$ cat src/rtl/mbox_regs.sv
module mbox_regs #(
  parameter int DEPTH = 16,
  parameter int DW    = 32,
  parameter int AW    = 8
) (
  input  logic          clk,
  input  logic          rst_n,
  input  logic          bus_sel,
  input  logic          bus_wr,
  input  logic [AW-1:0] bus_addr,
  input  logic [DW-1:0] bus_wdata,
  output logic [DW-1:0] bus_rdata,
  output logic          req_valid,
  input  logic          req_ready,
  output logic [DW-1:0] req_data,
  input  logic          rpl_valid,
  output logic          rpl_ready,
  input  logic [DW-1:0] rpl_data,
  input  logic          dev_ready,
  output logic          irq
);
  localparam int PW = (DEPTH > 1) ? $clog2(DEPTH) : 1;
  localparam int CW = $clog2(DEPTH + 1);
  localparam logic [CW-1:0] FULL = CW'(DEPTH);
  localparam logic [PW-1:0] LAST = PW'(DEPTH - 1);
  localparam logic [AW-1:0] A_STAT = AW'(8'h30);
  localparam logic [AW-1:0] A_MASK = AW'(8'h34);
  localparam logic [AW-1:0] A_REQ  = AW'(8'h40);
  localparam logic [AW-1:0] A_RPL  = AW'(8'h44);
  localparam logic [AW-1:0] A_SCR  = AW'(8'hB0);

  logic [DW-1:0] req_mem [DEPTH];
  logic [DW-1:0] rpl_mem [DEPTH];
  logic [PW-1:0] req_wp, req_rp, rpl_wp, rpl_rp;
  logic [CW-1:0] req_cnt, rpl_cnt;
  logic [DW-1:0] mask_q;
  logic          ovf_q;

  function automatic logic [PW-1:0] bump(input logic [PW-1:0] p);
    return (p == LAST) ? '0 : p + 1'b1;
  endfunction

  wire wr_req  = bus_sel & bus_wr & (bus_addr == A_REQ);
  wire wr_stat = bus_sel & bus_wr & (bus_addr == A_STAT);
  wire wr_mask = bus_sel & bus_wr & (bus_addr == A_MASK);
  wire rd_rpl  = bus_sel & ~bus_wr & (bus_addr == A_RPL);

  wire req_full  = (req_cnt == FULL);
  wire rpl_empty = (rpl_cnt == '0);
  wire req_push  = wr_req & ~req_full;
  wire req_pop   = req_valid & req_ready;
  wire rpl_push  = rpl_valid & rpl_ready;
  wire rpl_pop   = rd_rpl & ~rpl_empty;
  wire pending   = ~rpl_empty;

  assign req_valid = (req_cnt != '0);
  assign req_data  = req_mem[req_rp];
  assign rpl_ready = (rpl_cnt != FULL);
  assign irq       = pending & ~mask_q[3];

  always_ff @(posedge clk) begin
    if (req_push) req_mem[req_wp] <= bus_wdata;
    if (rpl_push) rpl_mem[rpl_wp] <= rpl_data;
  end

  always_ff @(posedge clk) begin
    if (!rst_n) begin
      req_wp  <= '0;
      req_rp  <= '0;
      req_cnt <= '0;
      rpl_wp  <= '0;
      rpl_rp  <= '0;
      rpl_cnt <= '0;
      mask_q  <= DW'(32'h8);
      ovf_q   <= 1'b0;
    end else begin
      if (req_push) req_wp <= bump(req_wp);
      if (req_pop)  req_rp <= bump(req_rp);
      if (req_push & ~req_pop)      req_cnt <= req_cnt + 1'b1;
      else if (req_pop & ~req_push) req_cnt <= req_cnt - 1'b1;
      if (rpl_push) rpl_wp <= bump(rpl_wp);
      if (rpl_pop)  rpl_rp <= bump(rpl_rp);
      if (rpl_push & ~rpl_pop)      rpl_cnt <= rpl_cnt + 1'b1;
      else if (rpl_pop & ~rpl_push) rpl_cnt <= rpl_cnt - 1'b1;
      if (wr_mask) mask_q <= bus_wdata;
      if (wr_req & req_full)          ovf_q <= 1'b1;
      else if (wr_stat & bus_wdata[0]) ovf_q <= 1'b0;
    end
  end

  always_comb begin
    bus_rdata = '0;
    unique case (bus_addr)
      A_STAT:  bus_rdata = DW'({pending, 2'b00, ovf_q});
      A_MASK:  bus_rdata = mask_q;
      A_RPL:   bus_rdata = rpl_empty ? '1 : rpl_mem[rpl_rp];
      A_SCR:   bus_rdata = dev_ready ? DW'(32'hFFFF0000) : '0;
      default: bus_rdata = '0;
    endcase
  end
endmodule

$ cat config.mk
export PLATFORM = sky130hd
export DESIGN_NAME = mbox_regs
export DESIGN_NICKNAME = d
export VERILOG_FILES = /design/src/rtl/mbox_regs.sv
export SDC_FILE = /design/constraint.sdc
export NUM_CORES = 1
export LEC_CHECK = 0
export ABC_CLOCK_PERIOD_IN_PS = 5000
export BUFFER_PORTS_ARGS = -buffer_cell sky130_fd_sc_hd__clkbuf_2
export CORE_ASPECT_RATIO = 1.2
export CORE_MARGIN = 10
export CORE_UTILIZATION = 53
export CTS_CLUSTER_DIAMETER = 120
export DETAILED_ROUTE_END_ITERATION = 10
export PLACE_DENSITY = 0.73
export SLEW_MARGIN = 30
export SYNTH_ARGS = -nofsm -noshare
export SYNTH_HDL_FRONTEND = slang
export SYNTH_SLANG_ARGS = --single-unit
$ cat constraint.sdc
create_clock -name clk -period 5 [get_ports clk]
set_input_delay 1 -clock clk [delete_from_list [all_inputs] [get_ports clk]]
set_output_delay 1 -clock clk [all_outputs]
set_load 0.005 [all_outputs]
==> metrics.txt <==
CP max FO 35; Power, Total 20.0 mW; CTS hold repair buffers 0; Final HPWL DP 59000 um; DRT Pass-1 Iters 5; drt wl/cell 29.2 um; Netlist cell types 42; TritonCTS clock tree done; min-delay src mask_q[2]; Finish-stage setup viols 0; Top FF cell, synth edfxtp_1; PwrDens 416 nW/um2; EDFF count, synth 1024; CTS Buffer Depth 3; post-CTS setup buffers 0; syn_nets 2092; crit-path cells mux4_2 -> mux4_2 -> nor2_1 -> o21ai_0 -> clkbuf_2; Synth Area per Inst 21.1 um2; Clock Tree Root clkbuf_16; fin nets 2302; Peak Freq 216 MHz; area leader, netlist edfxtp_1; RSZ-0062 raised after global routing no; status complete, no violations; Reg area 32100 um2; via count of the routed design 20700; synth-to-layout area growth 14.1%; Multi-input gate area 9730 um2; Worst setup EP type output pin; # DRC 0; vias in the first global route 21700; Slew Viols, Final 0; final wirelength 97200 um; fillers 5386; Final Hold Fails 0; CTS Buf Count 102; data arrival time of the critical path 3.63 ns; GRT Util Overall 21.4%; most common cell after layout, fill and taps aside edfxtp_1; DIE AREA 91100 um2; leakage power 14.9 nW; largest net degree at the start of global routing 60; first-pass GRT wire length 145000 um; CP max-delay cell dfxtp_4; Max stage delay on crit path 0.79 ns; max cap viols 0; post-DR vias/cell 6.23; post-synthesis mux area share 16.4%; Initial Util 53.3%; num ports 146; WS Path Type flip-flop to output pin; Slew HR 32.1%; post-synthesis xor/xnor area fraction 0.250%; register area share after synthesis 76.3%; Yosys Warn Count 0; commonest cells after routing, fill and taps aside 1024 x edfxtp_1, 287 x mux4_2, 144 x clkbuf_2; worst slew pin tran 1.01 ns; Clock Latency Late Sink 0.67 ns; Die Span Y 329 um; maximum VDD drop 297 uV; CP Buf/Inv Count 1; post-route design area 48000 um2; layout cells sized above 1 31.9%; CP startpoint kind flip-flop; Synth Cell Area 42100 um2; largest family of logic cells by synthesized area multiplexers; Syn Inst Count 1993; Post-Synth Simple-Gate Area 2.39%; Crit path top cell by count mux4_2; Post-CTS Resized 0; Setup TNS 0 ns; Adder-Cell Fraction of Synth Area 0.630%; Synth top area share 73.1%; Clock transition at path regs 0.06 ns; sinks on the clock net 1091; core area 78900 um2; ys async rst share 0%; ratio of final minimum period to clock period 92.6%; num rows 113; Buffers on Ports 145; clock skew 0.0230 ns; Worst Hold Class flip-flop to flip-flop; fin crit period 4.63 ns; Synth Area in Compound Gates 2.84%; post-placement cell area 44600 um2; Worst R2R Start rpl_cnt[0]; largest cells by area after synthesis edfxtp_1 73%, mux4_2 15%, dfxtp_1 3.2%; Seq cells post-synth 1091; antenna violations before repair 9; top cell family by delay on the critical path multiplexers; antenna violation net count after detailed routing 0; Placer Congestion 0.812; Starting DRT DRC Count 2197; die span in x 277 um; total grt overflow 0; CTS H-tree depth 3; CP required 4.00 ns
==> through the flow <==
stage          utilization (%)  hold WS (ns)  std cells  worst slack [ns]
2_1_floorplan                -         0.441       1993             0.650
3_3_place_gp              56.5         0.457       3133             0.587
3_5_place_dp              56.6         0.459       3133             0.563
4_1_cts                   60.8         0.468       3322             0.343
5_1_grt                   60.9         0.496       3325             0.166
6_report                  60.9         0.468       3325             0.370
==> layer usage <==
layer | share of wire [%] | vias to the layer above | track usage [%]
li1 | - | 8658 | -
met2 | 50 | 982 | 35.1
met4 | 2.9 | 14 | 7.24
met3 | 9.8 | 187 | 5.98
met5 | 0.083 | - | 0
met1 | 37 | 10900 | 27.2
==> where the power goes <==
part	switching, mW	total [mW]	internal (mW)
combinational	1.04	2.02	0.973
clock	3.27	7.70	4.44
sequential	0.139	10.2	10.1
==> worst reg2reg max path, stage by stage, from the launching register on <==
cell,delay (ns)
dfxtp_1,0.36
nor4_1,0.52
nor2b_4,0.59
or3_1,0.42
ha_1,0.27
inv_1,0.11
fa_1,0.43
a21o_1,0.21
a21oi_1,0.17
xnor2_1,0.09
or3_1,0.30
a21boi_0,0.17
==> cell usage after synthesis, types with 11 or more instances <==
| library cell | count |
|---|---|
| edfxtp_1 | 1024 |
| mux4_2 | 287 |
| nand2_1 | 106 |
| clkbuf_1 | 76 |
| dfxtp_1 | 67 |
| a21oi_1 | 58 |
| nor2_1 | 51 |
| o21ai_0 | 40 |
| a21boi_0 | 37 |
| mux2_2 | 32 |
| buf_1 | 26 |
| inv_1 | 23 |
| ha_1 | 18 |
| a221o_1 | 16 |
| o221ai_1 | 16 |
| nor2b_1 | 12 |
| buf_2 | 11 |
| nor3_1 | 11 |
==> final timing paths <==
path / endpoint / slack, ns / cells past startpoint
max reg2reg: rpl_cnt[4] / 1.29 / 11
min: mask_q[2] / 0.47 / 2
max: bus_rdata[9] / 0.37 / 5
min reg2reg: mask_q[2] / 0.47 / 2
==> cell type report <==
type | instances | area share (%)
Clock buffer | 129 | 5.66
Inverter | 23 | 0.180
Timing Repair Buffer | 219 | 2.95
Clock inverter | 60 | 1.34
Antenna cell | 2 | 0.0104
Sequential cell | 1091 | 66.9
Multi-Input combinational cell | 766 | 20.3
Tap cell | 1035 | 2.70
==> cells by family after synthesis <==
family,count (synthesis)
compound gates,183
xor+xnor,12
fa+ha+maj,20
buf+inv,136
flops,1091
mux,326
simple gates,225
==> state kept, by name, indices dropped and copies added, names as in the netlist, named ones only <==
| register | count |
|---|---|
| mask_q | 32 |
| ovf_q | 1 |
| req_cnt | 5 |
| req_mem | 512 |
| req_rp | 4 |
| req_wp | 4 |
| rpl_cnt | 5 |
| rpl_mem | 512 |
| rpl_rp | 4 |
| rpl_wp | 4 |
No activity file was read; power rests on OpenSTA's default activity.
